$ cat config.mk
export PLATFORM = sky130hd
export DESIGN_NAME = ecc_capture_unit
export DESIGN_NICKNAME = d
export VERILOG_FILES = /design/src/rtl/ecc_cap_pkg.sv /design/src/rtl/ecc_cap_ctrl.sv /design/src/rtl/ecc_cap_data.sv /design/src/rtl/ecc_capture_unit.sv
export SDC_FILE = /design/constraint.sdc
export NUM_CORES = 1
export LEC_CHECK = 0
export BUFFER_PORTS_ARGS = -buffer_cell sky130_fd_sc_hd__buf_2
export CAP_MARGIN = 20
export CORE_ASPECT_RATIO = 1.25
export CORE_UTILIZATION = 45
export DETAILED_ROUTE_END_ITERATION = 8
export PLACE_DENSITY = 0.68
export SLEW_MARGIN = 20
export SYNTH_ARGS = -nofsm -noshare
export SYNTH_HDL_FRONTEND = slang
export SYNTH_SLANG_ARGS = --single-unit
$ cat constraint.sdc
create_clock -name clk -period 13.3 [get_ports clk]
set_clock_uncertainty 0.2 [all_clocks]
set_input_delay 1.33 -clock clk [delete_from_list [all_inputs] [get_ports clk]]
set_output_delay 1.33 -clock clk [all_outputs]
set_load 0.01 [all_outputs]
$ cat src/rtl/ecc_cap_pkg.sv
package ecc_cap_pkg;
  localparam int BUS_AW     = 12;
  localparam int BUS_DW     = 32;
  localparam int ERR_AW     = 36;
  localparam int ERR_DW     = 64;
  localparam int SYND_W     = 8;
  localparam int REQ_ID_W   = 13;
  localparam int NUM_CLASS  = 2;
  localparam int CLS_CE     = 0;
  localparam int CLS_UE     = 1;
  localparam int ST_W       = 2 * NUM_CLASS;
  localparam int ST_LSB     = 3;
  localparam int EN_BIT     = 16;
  localparam int ID_UE_LSB  = 0;
  localparam int ID_CE_LSB  = 16;

  localparam logic [BUS_AW-1:0] OFS_CTRL    = 12'h174;
  localparam logic [BUS_AW-1:0] OFS_UE_BASE = 12'h180;
  localparam logic [BUS_AW-1:0] OFS_CE_BASE = 12'h190;
  localparam logic [BUS_AW-1:0] OFS_REQ_ID  = 12'h1A0;
  localparam logic [BUS_AW-1:0] OFS_STATUS  = 12'h210;
  localparam logic [BUS_AW-1:0] OFS_ACK     = 12'h218;
  localparam logic [BUS_AW-1:0] OFS_MASK    = 12'h220;

  typedef struct packed {
    logic [NUM_CLASS-1:0] capture;
  } capStrobeT;
endpackage

$ cat src/rtl/ecc_cap_ctrl.sv
module ecc_cap_ctrl
  import ecc_cap_pkg::*;
(
  input  logic                 clk,
  input  logic                 rstN,
  input  logic [BUS_AW-1:0]    regAddr,
  input  logic                 regWe,
  input  logic [BUS_DW-1:0]    regWdata,
  input  logic [NUM_CLASS-1:0] evtIn,
  output capStrobeT            strobe,
  output logic [BUS_DW-1:0]    ctrlRdata,
  output logic                 irq
);
  logic            eccEnQ;
  logic [ST_W-1:0] stQ;
  logic [ST_W-1:0] maskQ;
  logic [ST_W-1:0] setBits;
  logic [ST_W-1:0] ackBits;
  logic [ST_W-1:0] stD;
  logic [NUM_CLASS-1:0] capVec;
  logic            ackHit;

  assign ackHit  = regWe && (regAddr == OFS_ACK);
  assign ackBits = ackHit ? regWdata[ST_LSB +: ST_W] : '0;

  for (genvar c = 0; c < NUM_CLASS; c++) begin : g_cls
    logic evtOk;
    assign evtOk          = evtIn[c] & eccEnQ;
    assign capVec[c]      = evtOk & ~stQ[2*c];
    assign setBits[2*c]   = evtOk & ~stQ[2*c];
    assign setBits[2*c+1] = evtOk & stQ[2*c];


    second_needs_first_chk: assert property (@(posedge clk) disable iff (!rstN)
      $rose(stQ[2*c+1]) |-> $past(stQ[2*c]));

    disabled_ignore_chk: assert property (@(posedge clk) disable iff (!rstN)
      !eccEnQ |=> !$rose(stQ[2*c]));

    ack_clears_chk: assert property (@(posedge clk) disable iff (!rstN)
      (ackHit && regWdata[ST_LSB+2*c] && !(evtIn[c] && eccEnQ)) |=> !stQ[2*c]);
  end

  assign strobe.capture = capVec;
  assign stD = (stQ & ~ackBits) | setBits;
  assign irq = |(stQ & ~maskQ);

  always_ff @(posedge clk) begin
    if (!rstN) begin
      eccEnQ <= 1'b0;
      stQ    <= '0;
      maskQ  <= '1;
    end else begin
      stQ <= stD;
      if (regWe && regAddr == OFS_CTRL) eccEnQ <= regWdata[EN_BIT];
      if (regWe && regAddr == OFS_MASK) maskQ  <= regWdata[ST_LSB +: ST_W];
    end
  end

  always_comb begin
    ctrlRdata = '0;
    case (regAddr)
      OFS_CTRL:   ctrlRdata[EN_BIT]          = eccEnQ;
      OFS_STATUS: ctrlRdata[ST_LSB +: ST_W]  = stQ;
      OFS_MASK:   ctrlRdata[ST_LSB +: ST_W]  = maskQ;
      default:    ctrlRdata = '0;
    endcase
  end
endmodule

$ cat src/rtl/ecc_cap_data.sv
module ecc_cap_data
  import ecc_cap_pkg::*;
(
  input  logic                clk,
  input  logic                rstN,
  input  capStrobeT           strobe,
  input  logic [BUS_AW-1:0]   regAddr,
  input  logic [ERR_AW-1:0]   addrIn [NUM_CLASS],
  input  logic [ERR_DW-1:0]   dataIn [NUM_CLASS],
  input  logic [SYND_W-1:0]   syndIn [NUM_CLASS],
  input  logic [REQ_ID_W-1:0] idIn   [NUM_CLASS],
  output logic [BUS_DW-1:0]   dataRdata
);
  localparam int HI_AW = ERR_AW - BUS_DW;

  logic [ERR_AW-1:0]   capAddrQ [NUM_CLASS];
  logic [ERR_DW-1:0]   capDataQ [NUM_CLASS];
  logic [SYND_W-1:0]   capSyndQ [NUM_CLASS];
  logic [REQ_ID_W-1:0] capIdQ   [NUM_CLASS];
  logic [BUS_DW-1:0]   clsRd    [NUM_CLASS];
  logic [BUS_DW-1:0]   idWord;

  for (genvar c = 0; c < NUM_CLASS; c++) begin : g_cap
    localparam logic [BUS_AW-1:0] BASE = (c == CLS_CE) ? OFS_CE_BASE : OFS_UE_BASE;

    always_ff @(posedge clk) begin
      if (!rstN) begin
        capAddrQ[c] <= '0;
        capDataQ[c] <= '0;
        capSyndQ[c] <= '0;
        capIdQ[c]   <= '0;
      end else if (strobe.capture[c]) begin
        capAddrQ[c] <= addrIn[c];
        capDataQ[c] <= dataIn[c];
        capSyndQ[c] <= syndIn[c];
        capIdQ[c]   <= idIn[c];
      end
    end

    always_comb begin
      clsRd[c] = '0;
      if (regAddr == BASE)
        clsRd[c] = capAddrQ[c][BUS_DW-1:0];
      else if (regAddr == BASE + 12'h4) begin
        clsRd[c][HI_AW-1:0]  = capAddrQ[c][ERR_AW-1:BUS_DW];
        clsRd[c][8 +: SYND_W] = capSyndQ[c];
      end else if (regAddr == BASE + 12'h8)
        clsRd[c] = capDataQ[c][BUS_DW-1:0];
      else if (regAddr == BASE + 12'hC)
        clsRd[c] = capDataQ[c][ERR_DW-1:BUS_DW];
    end


    capture_load_chk: assert property (@(posedge clk) disable iff (!rstN)
      strobe.capture[c] |=> (capSyndQ[c] == $past(syndIn[c])) && (capAddrQ[c] == $past(addrIn[c])));
  end

  always_comb begin
    idWord = '0;
    idWord[ID_UE_LSB +: REQ_ID_W] = capIdQ[CLS_UE];
    idWord[ID_CE_LSB +: REQ_ID_W] = capIdQ[CLS_CE];
  end

  always_comb begin
    dataRdata = (regAddr == OFS_REQ_ID) ? idWord : '0;
    for (int c = 0; c < NUM_CLASS; c++) dataRdata = dataRdata | clsRd[c];
  end
endmodule

$ cat src/rtl/ecc_capture_unit.sv
module ecc_capture_unit
  import ecc_cap_pkg::*;
(
  input  logic                clk,
  input  logic                rstN,
  input  logic [BUS_AW-1:0]   regAddr,
  input  logic                regWe,
  input  logic [BUS_DW-1:0]   regWdata,
  output logic [BUS_DW-1:0]   regRdata,
  input  logic                ceEvt,
  input  logic [ERR_AW-1:0]   ceAddr,
  input  logic [ERR_DW-1:0]   ceData,
  input  logic [SYND_W-1:0]   ceSynd,
  input  logic [REQ_ID_W-1:0] ceId,
  input  logic                ueEvt,
  input  logic [ERR_AW-1:0]   ueAddr,
  input  logic [ERR_DW-1:0]   ueData,
  input  logic [SYND_W-1:0]   ueSynd,
  input  logic [REQ_ID_W-1:0] ueId,
  output logic                irq
);
  capStrobeT            strobe;
  logic [BUS_DW-1:0]    ctrlRdata;
  logic [BUS_DW-1:0]    dataRdata;
  logic [NUM_CLASS-1:0] evtVec;
  logic [ERR_AW-1:0]    addrArr [NUM_CLASS];
  logic [ERR_DW-1:0]    dataArr [NUM_CLASS];
  logic [SYND_W-1:0]    syndArr [NUM_CLASS];
  logic [REQ_ID_W-1:0]  idArr   [NUM_CLASS];

  assign evtVec[CLS_CE]  = ceEvt;
  assign evtVec[CLS_UE]  = ueEvt;
  assign addrArr[CLS_CE] = ceAddr;
  assign addrArr[CLS_UE] = ueAddr;
  assign dataArr[CLS_CE] = ceData;
  assign dataArr[CLS_UE] = ueData;
  assign syndArr[CLS_CE] = ceSynd;
  assign syndArr[CLS_UE] = ueSynd;
  assign idArr[CLS_CE]   = ceId;
  assign idArr[CLS_UE]   = ueId;

  ecc_cap_ctrl u_ctrl (
    .clk(clk), .rstN(rstN), .regAddr(regAddr), .regWe(regWe), .regWdata(regWdata),
    .evtIn(evtVec), .strobe(strobe), .ctrlRdata(ctrlRdata), .irq(irq)
  );

  ecc_cap_data u_data (
    .clk(clk), .rstN(rstN), .strobe(strobe), .regAddr(regAddr),
    .addrIn(addrArr), .dataIn(dataArr), .syndIn(syndArr), .idIn(idArr),
    .dataRdata(dataRdata)
  );

  assign regRdata = ctrlRdata | dataRdata;
endmodule

# == Word-level counts from Yosys, hierarchy flattened ==
# Memories as Yosys holds them, arrays and structs flattened.
# Cells that the tools add are included.
# Widths: inputs -> output; s select.
# totals
mem_count,4
ram_bits,242
output_inout_bits,33
regBits,9
elab_cells,81
# classes
n_reduce_logical,4
n_eq_ne,13
bitwise,24
mux,33
# mem_list
memory,words,width,read_ports,rd_clocked_by_memory_dff,wr,line_no,text
u_data.capDataQ,2,64,2,0,2,ecc_cap_data.sv:17,logic [ERR_DW-1:0] capDataQ [NUM_CLASS];
u_data.capAddrQ,2,36,2,0,2,ecc_cap_data.sv:16,logic [ERR_AW-1:0] capAddrQ [NUM_CLASS];
u_data.capIdQ,2,13,2,0,2,ecc_cap_data.sv:19,logic [REQ_ID_W-1:0] capIdQ [NUM_CLASS];
u_data.capSyndQ,2,8,2,0,2,ecc_cap_data.sv:18,logic [SYND_W-1:0] capSyndQ [NUM_CLASS];
# ops
op,n
$mux 32,6
$mux 64,2
$eq 12x9->1 const B,10
$mux 36,2
$or 32x32->32,2
$eq 12x10->1 const B,3
$mux 16,2
$mux 8,4
$or 17x32->32,1
$mux 29,1
$mux 13,2
$mux 4,5
$and 4x4->4,2
$mux 1,8
$not 4->4,2
$or 1x1->1,8
$pmux 4 s2,1
$and 1x1->1,6
$or 4x4->4,1
$reduce_or 4->1,1
$logic_and 1x1->1,3
$not 1->1,2

# == Depth between registers and ports, before layout ==
# depth
word_depth,8
ltp_mapped,7
mapped_depth_nobuf,4

# == Cells and area by module ==
# Synthesis repeated with hierarchy kept, for this count alone.
# hier_totals
hier_cells,934
hier_area_um2,12159.2
# by_module_without_submodules
mod,area_each_um2,cells_each,n_inst
ecc_cap_data,11154.4,804,1
ecc_cap_ctrl,804.5,98,1
ecc_capture_unit,200.2,32,1

# == Worst setup path after synthesis ==
# Ideal clock, no wire load.
# synth_path
path_type,in2reg
start,input ueEvt
end,memory u_data.capAddrQ[1][0] (enable)
required_ns,12.332
arrival_time_ns,9.870
stages,2
setup_slack_ns,2.462
path_buffers,0
setup_time_ns,0.768
cell_sequence,nand2_1 -> o21ai_0
# synth_rtl
element,line_no,text
start: declaration,ecc_capture_unit.sv:15,"input logic ueEvt,"
end: declaration,ecc_cap_data.sv:16,

# == Worst setup path in the final report ==
# layout_path
start,input regAddr[2]
end,output regRdata[28]
# layout_via
elab_chain_cells,8
# layout_rtl
element,line_no,text
start: declaration,ecc_capture_unit.sv:6,"input logic [BUS_AW-1:0] regAddr,"
$eq 12x9->1,ecc_cap_data.sv:49,else if (regAddr == BASE + 12'hC)
$mux 32,ecc_cap_data.sv:49,
$mux 32,ecc_cap_data.sv:47,end else if (regAddr == BASE + 12'h8)
$mux 16,ecc_cap_data.sv:44,else if (regAddr == BASE + 12'h4) begin
$mux 32,ecc_cap_data.sv:42,if (regAddr == BASE)
$or 32x32->32,ecc_cap_data.sv:66,for (int c = 0; c < NUM_CLASS; c++) dataRdata = dataRdata | clsRd[c];
$or 32x32->32 *,ecc_cap_data.sv:66,
$or 17x32->32 *,ecc_capture_unit.sv:53,assign regRdata = ctrlRdata | dataRdata;
end: declaration,ecc_capture_unit.sv:9,"output logic [BUS_DW-1:0] regRdata,"
# Every way passes the cells marked *; elsewhere a longest branch is shown, timed or not.

==> results.cfg <==
[drt]
vias = 8169
drt_wl_total_mm = 32.6
ant_nets = 0
detail_route.wl_per_cell_microns = 21.5
drtPass1Iterations = 5
drcViolationCount = 0
via_per_inst = 5.39
drtIter0Drc = 613

[timing]
fmax_mhz = 184
report.final.hold_viol_count = 0
rsz0062_at_grt = no
fin_crit_ns = 5.44
finalSetupTns_ns = 0
setup_viol = 0
slew_headroom = 0.363
timing.final.crit_share = 0.409
worst_pin_slew_ns = 0.950
maxSlewViolCount = 0

[placed_design]
portBuffers = 296
dp_hpwl_mm = 23.6
place_inst = 1466
gp_congestion = 0.914

[die]
die_x_microns = 146
initial_utilization = 0.461
row_count = 65
dieArea_sq_um = 26700
die_y_microns = 182
core_sq_um = 25400
ios = 324

[worst_setup_path]
path_buf_inv = 4
r2r_slack_ns = 10.60
start_kind = input port
arrival_ns = 3.91
r2r_start = u_ctrl.eccEnQ$_SDFFE_PN0P_
cp-end-kind = output port
crit_chain = buf_2 -> buf_4 -> nor4bb_2 -> buf_4 -> and3_1 -> a221oi_1 -> o22ai_1 -> buf_2
required_ns = 11.77
r2r-end = u_data.capAddrQ[0][15]$_SDFFCE_PN0P_
worstSetupPathType = in2out
cp_max_fo = 60
cpLargestDelayFamily = buffers and inverters
cpMaxStageDelayCell = nor4bb_2
critPathMaxStageDelay_ns = 0.89
setup.worst_path.start = regAddr[2]
reg2reg_depth = 4

[cts]
cts_resized = 0
clk_latency_ns = 0.52
path_clk_slew_ns = 0.06
cts_hold_buf = 0
clockRootBuffer = clkbuf_16
cts_made_buffers = 26
clockBufferDepth = 3
cts_post_setup_buffers_inserted = 0
clock_sinks = 251
cts_tree = yes
htreeDepth = 1

[global_routing]
grt_pass1_wl_mm = 47.7
grt_pass1_vias = 8287
grt_max_degree = 122
grt_remaining_overflow = 0
antenna_found_initial = 5
grtUsageTotal = 0.243

[yosys]
synth_flop_cell = edfxtp_1
synth-seq-cells = 251
yosysWarnings = 0
seq_area_frac_synth = 0.636
syn_nets = 1174
synth_async_sr_flop_share = 0
ys_types = 61
synth-edff-count = 242
syn-instance-count = 883
netlist_area_sq_um = 11700
syn_area_per_cell_sq_um = 13.3

[hold_path]
hold_path.class = reg2reg
whs_endpoint = u_ctrl.maskQ[3]$_SDFFE_PN1P_
hp-start = u_ctrl.maskQ[3]$_SDFFE_PN1P_
hold_depth = 2

[cells_and_area]
fill_cells = 2189
area_delta_synth_final_pct = 22.2
nets = 1451
drive_above_1_share = 0.336
mostFrequentLayoutCell = buf_2
final_cells = 1516
layout_common_cells = buf_2, and2_1, edfxtp_1

[power]
p_leak_nw = 5.78
power.density_nw_per_um2 = 116
ir_worst_vdd_mv = 0.0979

[outcome]
status = finished clean

[job]
maxCapViolCount = 0
kinds of logic after synthesis:
logic type             share of synthesized area
and+or+nand+nor                            0.193
DFF                                        0.636
AOI/OAI and AO/OA                         0.0967
buffers and inverters                     0.0259
muxes                                     0.0481
routing by layer:
metal / part of all wire / wire, microns / GRT usage / vias up
met1: 0.36 / 11600 / 0.269 / 3902
met5: 0.00031 / 10 / 0 / -
met4: 0.041 / 1330 / 0.0992 / 2
li1: - / - / - / 3860
met3: 0.077 / 2500 / 0.0543 / 61
met2: 0.53 / 17200 / 0.449 / 344
area by class of cell:
type	instances	area [sq um]	area share
diodes	4	10.0	0.000700
clock inverters	14	73.8	0.00516
multi-input cells	561	4010	0.280
clock buffers	31	691	0.0483
inverters	8	30.0	0.00210
flip-flops and latches	251	7450	0.521
well taps	335	419	0.0293
repair buffers	312	1630	0.114
how the worst max path moves through the flow:
stage                                                to  slack, ns  cells after the start
detailed placement                         regRdata[30]       7.74                      7
CTS                                        regRdata[30]       7.74                      7
floorplan           u_data.capAddrQ[1][0]$_SDFFCE_PN0P_       2.46                      2
global route                               regRdata[30]       7.65                      7
global placement                           regRdata[30]       7.77                      7
finish                                     regRdata[28]       7.86                      8
cells in the mapped netlist, types with 6 or more instances:
cell type  number  share of area
mux2i_1        27          0.023
a22o_1         23          0.017
inv_1           8         0.0026
and3_1         10         0.0053
a21oi_1        33          0.014
o21ai_0        14         0.0060
o221ai_1       12         0.0090
mux2_2         16          0.015
nand2_1        17         0.0055
o221a_2         7         0.0067
and2_1        247           0.13
a22oi_1        31          0.020
nand4_1         6         0.0032
edfxtp_1      242           0.62
nor2_1         22         0.0071
dfxtp_1         9          0.015
buf_2          14         0.0060
clkbuf_1       45          0.014
nand3_1         9         0.0038
metrics by stage:
| stage | hold slack (ns) | cell area [sq um] | setup WS [ns] | power (W) | utilization |
|---|---|---|---|---|---|
| after floorplan | 0.267 | 11700 | 2.46 | 0.000967 | - |
| after global placement | 0.293 | 13500 | 7.77 | 0.00102 | 0.532 |
| after detailed placement | 0.292 | 13500 | 7.74 | 0.00102 | 0.532 |
| after CTS | 0.310 | 14300 | 7.74 | 0.00168 | 0.562 |
| after global routing | 0.349 | 14300 | 7.65 | 0.00172 | 0.563 |
| final | 0.317 | 14300 | 7.86 | 0.00166 | 0.564 |
power by group:
part	internal, W	switching (W)	total (W)
clock	0.000368	0.000293	0.000661
combinational	0.0000475	0.0000604	0.000108
sequential	0.000889	0.00000722	0.000896
total	0.00130	0.000360	0.00166
sequential cells by signal, indices dropped and copies added (netlist names):
| register | count |
|---|---|
| u_data.capDataQ | 128 |
| u_data.capAddrQ | 72 |
| u_data.capIdQ | 26 |
| u_data.capSyndQ | 16 |
| u_ctrl.maskQ | 4 |
| u_ctrl.stQ | 4 |
| u_ctrl.eccEnQ | 1 |
worst register-to-register path: cells and delay by family, from the launching register on:
kind                   cells  cell delay (ns)
DFF                        1             0.41
buffers and inverters      2             0.85
AOI/OAI and AO/OA          1             0.58
and+or+nand+nor            1             0.18
No activity file was read; power rests on OpenSTA's default activity.
